--- config.mk ---
export PLATFORM = sky130hd
export DESIGN_NAME = dma_req_agent
export DESIGN_NICKNAME = d
export VERILOG_FILES = /design/src/rtl/dma_req_pkg.sv /design/src/rtl/dma_req_ack_rx.sv /design/src/rtl/dma_req_issue.sv /design/src/rtl/dma_req_agent.sv
export SDC_FILE = /design/constraint.sdc
export NUM_CORES = 1
export LEC_CHECK = 0
export BUFFER_PORTS_ARGS = -buffer_cell sky130_fd_sc_hd__buf_2
export CAP_MARGIN = 40
export CORE_AREA = 5 5 42 44
export DETAILED_ROUTE_END_ITERATION = 8
export DIE_AREA = 0 0 47 49
export GPL_ROUTABILITY_DRIVEN = 0
export PLACE_DENSITY_LB_ADDON = 0.15
export SETUP_SLACK_MARGIN = 0.02
export SYNTH_ARGS = -nofsm -noshare
export SYNTH_HDL_FRONTEND = slang
export SYNTH_SLANG_ARGS = --single-unit
--- constraint.sdc ---
create_clock -name clk -period 0.8 [get_ports clk]
set_input_delay 0.04 -clock clk [delete_from_list [all_inputs] [get_ports clk]]
set_output_delay 0.04 -clock clk [all_outputs]
set_load 0.05 [all_outputs]
--- src/rtl/dma_req_pkg.sv ---
package dma_req_pkg;
   localparam int unsigned CODE_W = 2;

   // request channel codes
   localparam logic [CODE_W-1:0] RQ_SINGLE    = 2'b00;
   localparam logic [CODE_W-1:0] RQ_BURST     = 2'b01;
   localparam logic [CODE_W-1:0] RQ_FLUSH_ACK = 2'b10;

   // acknowledge channel codes
   localparam logic [CODE_W-1:0] AK_SINGLE_DONE = 2'b00;
   localparam logic [CODE_W-1:0] AK_BURST_DONE  = 2'b01;
   localparam logic [CODE_W-1:0] AK_FLUSH_REQ   = 2'b10;
   localparam logic [CODE_W-1:0] AK_RESERVED    = 2'b11;

   typedef struct packed {
      logic single_done;
      logic burst_done;
      logic flush_req;
   } ak_evt_t;
endpackage

--- src/rtl/dma_req_ack_rx.sv ---
module dma_req_ack_rx
   import dma_req_pkg::*;
#(
   parameter int unsigned KIND_W = 2
) (
   input  logic              clk,
   input  logic              rst,
   input  logic              active,
   input  logic              ak_valid,
   input  logic [KIND_W-1:0] ak_type,
   output logic              ak_ready,
   output ak_evt_t           evt,
   output logic              err,
   output logic              flush_hs
);
   logic    rdy_q;
   logic    err_q;
   ak_evt_t evt_q;
   logic    fire;

   assign fire     = active & ak_valid & rdy_q;
   assign flush_hs = fire & (ak_type == AK_FLUSH_REQ);

   always_ff @(posedge clk) begin
      if (rst) begin
         rdy_q <= 1'b0;
         err_q <= 1'b0;
         evt_q <= '0;
      end else begin
         rdy_q             <= active & ak_valid & ~rdy_q;
         evt_q.single_done <= fire & (ak_type == AK_SINGLE_DONE);
         evt_q.burst_done  <= fire & (ak_type == AK_BURST_DONE);
         evt_q.flush_req   <= fire & (ak_type == AK_FLUSH_REQ);
         if (fire && (ak_type == AK_RESERVED)) begin
            err_q <= 1'b1;
         end
      end
   end

   assign ak_ready = rdy_q;
   assign evt      = evt_q;
   assign err      = err_q;
endmodule

--- src/rtl/dma_req_issue.sv ---
module dma_req_issue
   import dma_req_pkg::*;
#(
   parameter int unsigned KIND_W = 2
) (
   input  logic              clk,
   input  logic              rst,
   input  logic              active,
   input  logic              flush_hs,
   input  logic              loc_valid,
   input  logic              loc_burst,
   input  logic              loc_last,
   output logic              loc_ready,
   output logic              rq_valid,
   output logic [KIND_W-1:0] rq_type,
   output logic              rq_last,
   input  logic              rq_ready
);
   logic              vld_q;
   logic              last_q;
   logic              pend_q;
   logic              act_q;
   logic [KIND_W-1:0] kind_q;
   logic              take_flush;
   logic              take_loc;
   logic              slot_free;

   assign slot_free  = act_q & ~vld_q & ~pend_q;
   assign take_flush = ~vld_q & pend_q;
   assign take_loc   = loc_valid & slot_free;

   always_ff @(posedge clk) begin
      if (rst) begin
         vld_q  <= 1'b0;
         last_q <= 1'b0;
         pend_q <= 1'b0;
         act_q  <= 1'b0;
         kind_q <= RQ_SINGLE;
      end else begin
         act_q <= active;
         if (!active) begin
            vld_q  <= 1'b0;
            pend_q <= 1'b0;
         end else begin
            pend_q <= flush_hs | (pend_q & ~take_flush);
            if (vld_q && rq_ready) begin
               vld_q <= 1'b0;
            end else if (take_flush) begin
               vld_q  <= 1'b1;
               kind_q <= RQ_FLUSH_ACK;
               last_q <= 1'b0;
            end else if (take_loc) begin
               vld_q  <= 1'b1;
               kind_q <= loc_burst ? RQ_BURST : RQ_SINGLE;
               last_q <= loc_last;
            end
         end
      end
   end

   assign loc_ready = slot_free;
   assign rq_valid  = vld_q;
   assign rq_type   = kind_q;
   assign rq_last   = last_q;
endmodule

--- src/rtl/dma_req_agent.sv ---
module dma_req_agent
   import dma_req_pkg::*;
#(
   parameter int unsigned KIND_W = 2
) (
   input  logic              clk,
   input  logic              rst,
   input  logic              chan_active,
   input  logic              loc_valid,
   input  logic              loc_burst,
   input  logic              loc_last,
   output logic              loc_ready,
   output logic              rq_valid,
   output logic [KIND_W-1:0] rq_type,
   output logic              rq_last,
   input  logic              rq_ready,
   input  logic              ak_valid,
   input  logic [KIND_W-1:0] ak_type,
   output logic              ak_ready,
   output logic              evt_single,
   output logic              evt_burst,
   output logic              evt_flush,
   output logic              rsvd_err
);
   generate
      if (KIND_W != CODE_W) begin : g_bad_width
         $error("dma_req_agent: KIND_W must equal the two-bit code width");
      end
   endgenerate

   ak_evt_t evt;
   logic    flush_hs;

   dma_req_ack_rx #(.KIND_W(KIND_W)) u_ack_rx (
      .clk      (clk),
      .rst      (rst),
      .active   (chan_active),
      .ak_valid (ak_valid),
      .ak_type  (ak_type),
      .ak_ready (ak_ready),
      .evt      (evt),
      .err      (rsvd_err),
      .flush_hs (flush_hs)
   );

   dma_req_issue #(.KIND_W(KIND_W)) u_issue (
      .clk       (clk),
      .rst       (rst),
      .active    (chan_active),
      .flush_hs  (flush_hs),
      .loc_valid (loc_valid),
      .loc_burst (loc_burst),
      .loc_last  (loc_last),
      .loc_ready (loc_ready),
      .rq_valid  (rq_valid),
      .rq_type   (rq_type),
      .rq_last   (rq_last),
      .rq_ready  (rq_ready)
   );

   assign evt_single = evt.single_done;
   assign evt_burst  = evt.burst_done;
   assign evt_flush  = evt.flush_req;
endmodule

After elaboration in Yosys (flattened, before gate mapping) --
Index checks and enable logic that the tools add are counted.
Storage, ports and cells: word-level logic and storage cells 45, output and inout port bits 10, input port bits 10, register bits after elaboration 11
Operators by class: muxes and demuxes 7, bitwise logic cells 18, reduce and logical (&&, ||, !) cells 7, equality and inequality tests 3
Operators with widths (number):
- 1-bit bitwise AND | 11
- 1-bit NOT | 6
- 1-bit two-way mux | 5
- 2-bit == test, second input constant | 2
- 2-bit two-way mux | 2
- 3-bit AND reduction | 1
- 3-bit OR reduction | 1
- 2-bit by 1-bit == test with 1-bit output, second input constant | 1
- 1-bit logical AND | 2
- 2-bit logical NOT | 1
- 2-bit nonzero test | 1
- 2-bit OR reduction | 1
- 1-bit bitwise OR | 1

Depth between registers and ports, before layout --
Gate-level depths: netlist of the first run.
depth after elaboration 6, depth in mapped cells 3, mapped depth without buffers 3

Modules after synthesis --
From an unflattened synthesis of the first run, not the netlist that was laid out.
Second synthesis, totals: cells, all modules 42, area, all modules 406.6 µm²
By module, submodules not included:
- dma_req_issue | instances 1, area an instance 231.5 µm², sequential area each 120.1 µm², cells an instance 26
- dma_req_ack_rx | instances 1, area an instance 175.2 µm², sequential area each 100.1 µm², cells an instance 16

Worst setup path before layout of the first run --
OpenSTA, ideal clock, no wires.
path type register to output, start point reg u_issue.vld_q (netlist: u_issue.rq_valid), end point out loc_ready, data arrival time 1.189 ns, data required time 0.760 ns, path slack -0.429 ns, path buffers 0, stages on the path, launching flop included 3, cell sequence dfxtp_1 nor2_1 and2_1
Between the ends: word-level cells in the longest chain between the ends 3
RTL lines:
- from (decl) | RTL line dma_req_issue.sv:19 | logic vld_q;
- from (signal assigned) | RTL line dma_req_issue.sv:34 | vld_q <= 1'b0;
- from (signal assigned) | RTL line dma_req_issue.sv:42 | vld_q <= 1'b0;
- from (signal assigned) | RTL line dma_req_issue.sv:47 | vld_q <= 1'b0;
- 1-bit NOT | RTL line dma_req_issue.sv:28 | assign slot_free = act_q & ~vld_q & ~pend_q;
- 1-bit bitwise AND (2 in series) | RTL line dma_req_issue.sv:28
- to (decl) | RTL line dma_req_agent.sv:12 | output logic loc_ready,
No other way between the ends.

Worst setup path in the final report of the first run --
Same ends and word-level chain as after synthesis.

==> flow_summary.ini, run 1 <==
[critical_path]
worst_path_largest_cell_delay_ps = 360
path_cells = nor2_4 > and2_4 > buf_8
regToRegSetupSlack_ps = -170
path_class = flip-flop to output pin
path_buf_inv = 1
rr_worst_depth = 5
required_ps = 760
start_kind = flip-flop
crit_fanout = 5
slowest_stage = dfxtp_4
endpoint_kind = output pin
reg2reg_from = u_issue.rq_valid
crit_family = flip-flops
rr_endpoint = u_issue.rq_last
cp.arrival_ps = 1010

[cts]
htreeDepth = 1
cts.sinks = 11
clkLatencyLatePin_ps = 260
cts_root_buf = clkbuf_4
numCtsBuffers = 3
path_clk_slew_ps = 70
clk_path_buf_depth = 2
cts_tree = built

[cells_and_area]
stdcell_count = 91
layout-drive-gt1-share_pct = 76.0
num_antenna_cells = 0
final_util_pct = 59.6
finalNetCount = 86
area_growth_pct = 112

[drt]
num_vias = 430
drc = 0
avgViaCountPerCell = 4.73
ant_nets = 0
drt-wirelength-per-cell_um = 12.5
drt_first_pass_iters = 2
first_iter_violations = 5
drt-total-wl_um = 1140

[sta]
finalCritPeriodShare_pct = 131
final-hold-violation-count = 0
worst_slew_pin_slew_ps = 178
finClkSkew_ps = 2.60
maxSlewViolCount = 0
fmax_mhz = 952
rsz0062_at_grt = true
slew_headroom_pct = 88.0
finalSetupViolations = 8
worst_slack_ps = -251
min_period_ps = 1050

[placement]
dp_hpwl_um = 779
pre_cts_slack_ps = -103
dp.cells = 79
io_buffers = 19

[power_and_ir_drop]
p_int_mw = 0.830
power_mw = 1.12
power-per-cell-area_mw_per_mm2 = 1350
switchingPower_mw = 0.294
combPwrFrac_pct = 16.4
total_leakage_power_nw = 0.361
peakVddDrop_mv = 0.718
p_seq_share_pct = 50.3
swShare_pct = 26.2
clkPwrFrac_pct = 33.3

[logic_synthesis]
ys_seq_area_share_pct = 55.9
synth.distinct_cells = 18
synth_area_um2 = 394
avgSynthCellArea_um2 = 9.85
synthesis.nets = 50
ys_ff_latch = 11
netlist_instances = 40
ys.warnings.count = 0

[floorplan]
die_h_um = 49
num_io_pins = 20
dieArea_mm2 = 0.00230
start_util_pct = 28.1
rows = 14
die_w_um = 47
core_area_mm2 = 0.00140

[run_status]
outcome = finished with violations
violations = setup timing

[worst_hold_path]
hp-start = ak_type[1]
hold_end = u_ack_rx.evt[1]
hold_depth = 2
min_path_type = input pin to flip-flop

[global_route]
grtUsageTotal_pct = 9.89
antenna_found_initial = 0
grt_pass1_vias = 420
grt_max_degree = 7
overflow = 0
grt_pass1_wl_um = 1710

[run]
maxCapViolCount = 0
[power groups by stage]
| stage | clock, mW | combinational [mW] | sequential, mW |
|---|---|---|---|
| floorplan | 0 | 0.0450 | 0.595 |
| global placement | 0 | 0.130 | 0.574 |
| detailed placement | 0 | 0.130 | 0.574 |
| CTS | 0.389 | 0.162 | 0.563 |
| global route | 0.428 | 0.194 | 0.567 |
| finish | 0.375 | 0.184 | 0.566 |
[sequential cells by signal (all words and copies together), names as in the netlist]
signal	cells
u_issue.act_q	1
u_issue.rq_last	1
u_ack_rx.err	1
u_issue.pend_q	1
u_issue.rq_type	2
u_issue.rq_valid	1
u_ack_rx.evt	3
u_ack_rx.ak_ready	1
[cell usage after synthesis]
cell	number	area share, %
nand2b_2	1	2.2
nand3b_1	1	1.9
nor3b_1	1	1.9
a21oi_1	4	5.1
a221oi_1	1	2.2
nor4_1	2	3.2
and2_1	2	3.2
nand4_2	1	3.2
nand2_1	2	1.9
nand2b_1	1	1.6
o21ba_1	1	2.5
nand4_1	2	3.2
a2bb2oi_1	1	2.2
nor3_1	1	1.3
nor2_1	3	2.9
dfxtp_1	11	56
o21ai_1	3	3.8
inv_1	2	1.9
[per-stage QoR]
stage / instance area, µm² / TNS, ps / hold WS [ps]
3_5_place_dp: 578 / -156 / 242
4_1_cts: 751 / -860 / -12.2
6_report: 836 / -1050 / 25.7
5_1_grt: 836 / -1540 / 7.65
2_1_floorplan: 433 / -190 / 102
3_3_place_gp: 578 / -174 / 248
[kinds of logic after synthesis]
family | Yosys count | share of synthesized area, %
buffers and inverters | 2 | 1.91
AOI/OAI and AO/OA | 10 | 15.9
DFF | 11 | 55.9
and+or+nand+nor | 17 | 26.3
[layout make-up]
class	instances	area [µm²]
fillers	117	566
repair buffers	31	290
multi-input cells	27	253
flip-flops and latches	11	239
clock buffers	4	26.3
well taps	16	20.0
inverters	2	7.51
[how the worst max path moves through the flow]
stage	startpoint	end	slack, ps	cells after the start
after global routing	u_issue.rq_valid	loc_ready	-290	3
final	u_issue.rq_valid	loc_ready	-250	3
after global placement	u_issue.rq_valid	loc_ready	-100	3
after CTS	u_issue.rq_valid	loc_ready	-250	3
after floorplan	u_issue.rq_valid	u_issue.rq_last	-50	3
after detailed placement	u_issue.rq_valid	loc_ready	-100	3
[worst reg2reg max path: cells and delay by family (launching register included)]
family | cells | cell delay [ps]
buffers and inverters | 2 | 210
AND/OR/NAND/NOR | 2 | 170
flip-flops | 1 | 360
AO/OA/AOI/OAI | 1 | 150
[routing by layer]
metal,share of wire (%),vias to the layer above,track usage (%)
li1,-,219,-
met4,0,0,4.15
met1,41,204,12.0
met5,0,-,0
met2,54,7,15.4
met3,4.2,0,3.32
[placed cells by master, fill, tap and decap left out, types with 2 or more instances in the layout]
master         synthesis  layout
dfxtp_2                0       9
inv_1                  2       2
dfxtp_4                0       2
buf_2                  0       9
nand4_1                2       2
buf_8                  0       9
o21ai_2                0       2
dlygate4sd3_1          0       2
clkbuf_4               0       3
a21oi_1                4       2
buf_4                  0       9
buf_6                  0       2
[what timing repair did]
item,CTS,global route
buffers inserted,3,3
endpoints found under the setup margin,15,18
gates cloned,0,0
endpoints found under the hold margin,4,0
pin swaps,2,6
gates resized for setup,33,14
hold buffers,2,0
(Power assumes the default switching activity.)
==> inputs of run 2 (changes only) <==
--- a/config.mk
+++ b/config.mk
@@ -12,7 +12,6 @@
 export DIE_AREA = 0 0 47 49
 export GPL_ROUTABILITY_DRIVEN = 0
 export PLACE_DENSITY_LB_ADDON = 0.15
-export SETUP_SLACK_MARGIN = 0.02
 export SYNTH_ARGS = -nofsm -noshare
 export SYNTH_HDL_FRONTEND = slang
 export SYNTH_SLANG_ARGS = --single-unit
==> run 2 against run 1 <==
The run ends with hold timing, setup timing left; largest cell class unchanged; non-clock buffer count is 3 lower; critical path type unchanged; setup slack improved by 23 ps; utilization decreased by 5.6 points.
==> flow_summary.ini, run 2 (synthesis gave the netlist of run 1 again) <==
[floorplan]
core_area_mm2 = 0.00140
num_io_pins = 20
rows = 14
die_h_um = 49
die_w_um = 47
dieArea_mm2 = 0.00230
start_util_pct = 28.1

[drt]
drc = 0
drt_first_pass_iters = 3
ant_nets = 0
drt-total-wl_um = 1080
num_vias = 412
first_iter_violations = 5
drt-wirelength-per-cell_um = 12.3
avgViaCountPerCell = 4.68

[power_and_ir_drop]
switchingPower_mw = 0.275
swShare_pct = 25.1
peakVddDrop_mv = 1.06
total_leakage_power_nw = 0.326
p_seq_share_pct = 51.3
combPwrFrac_pct = 15.1
p_int_mw = 0.823
power_mw = 1.10
power-per-cell-area_mw_per_mm2 = 1450
clkPwrFrac_pct = 33.6

[sta]
finClkSkew_ps = 0.707
worst_slew_pin_slew_ps = 234
worst_slack_ps = -228
final-hold-violation-count = 2
finalSetupViolations = 8
fmax_mhz = 973
slew_headroom_pct = 84.2
rsz0062_at_grt = true
maxSlewViolCount = 0
timing.hold.ws_ps = -5.02
finalCritPeriodShare_pct = 128
min_period_ps = 1030
setup_tns_ps = -876

[cts]
path_clk_slew_ps = 70
htreeDepth = 1
clkLatencyLatePin_ps = 260
cts_tree = built
cts.sinks = 11
cts_root_buf = clkbuf_4
numCtsBuffers = 3
clk_path_buf_depth = 2
ctsHoldBuffers = 2

[global_route]
antenna_found_initial = 0
overflow = 0
grt_max_degree = 7
grt_pass1_wl_um = 1680
grtUsageTotal_pct = 9.89
grt_pass1_vias = 417

[cells_and_area]
final_cell_mix = buf_2 (9), dfxtp_2 (9), buf_4 (7)
num_antenna_cells = 0
finalNetCount = 83
final_util_pct = 54.0
largest_reg_flops = 3
stdcell_count = 88
layout-drive-gt1-share_pct = 69.4
stdcell_area_um2 = 757
area_growth_pct = 92.1

[worst_hold_path]
min_path_type = input pin to flip-flop

[critical_path]
regToRegSetupSlack_ps = -140
required_ps = 760
start_kind = flip-flop
endpoint_kind = output pin
worst_path_largest_cell_delay_ps = 340
path_cells = nor2_4 > and2_4 > buf_8
crit_fanout = 2
cp.arrival_ps = 990
slowest_stage = dfxtp_2
path_class = flip-flop to output pin

[run]
maxCapViolCount = 0

[placement]
pre_cts_slack_ps = -99.8
io_buffers = 19
dp.cells = 79
place_area_um2 = 578

[run_status]
violations = hold timing, setup timing
outcome = finished with violations
[run 2: area by class of cell]
type	instances	area, µm²
clock buffer	4	26.3
fill	134	644
tap	16	20.0
multi-input combinational	27	215
timing repair buffer	28	249
inverter	2	7.51
sequential	11	239
[run 2: power groups by stage]
| stage | logic [mW] | clock network, mW | registers (mW) |
|---|---|---|---|
| after floorplan | 0.0450 | 0 | 0.595 |
| after global placement | 0.130 | 0 | 0.574 |
| after detailed placement | 0.129 | 0 | 0.573 |
| after CTS | 0.162 | 0.387 | 0.561 |
| after global routing | 0.176 | 0.424 | 0.565 |
| final | 0.166 | 0.369 | 0.563 |
[run 2: path summary, 6_finish.rpt]
check,cells after the start,to,startpoint
min,2,u_ack_rx.evt[2],ak_type[1]
max,3,loc_ready,u_issue.pend_q
max reg2reg,4,u_issue.rq_last,u_issue.rq_valid
min reg2reg,2,u_issue.rq_type[1],u_issue.rq_type[1]
[run 2: per-layer routing]
metal	global-route usage [%]	part of all wire, %	vias up
met2	17.9	56	7
li1	-	-	210
met5	0	0	-
met1	10.2	39	195
met3	3.32	5.0	0
met4	2.76	0	0
[run 2: timing repair]
item / in CTS / in global routing
hold endpoints to repair: 4 / 2
pin swaps: 1 / 1
resized for setup: 27 / 8
setup buffers: 3 / 0
setup endpoints to repair: 14 / 16
[run 2: worst max-delay path: cells and delay by family, from the launching register on]
kind,cells,cell delay [ps]
buffers and inverters,1,130
flip-flops,1,340
AND/OR/NAND/NOR,2,260
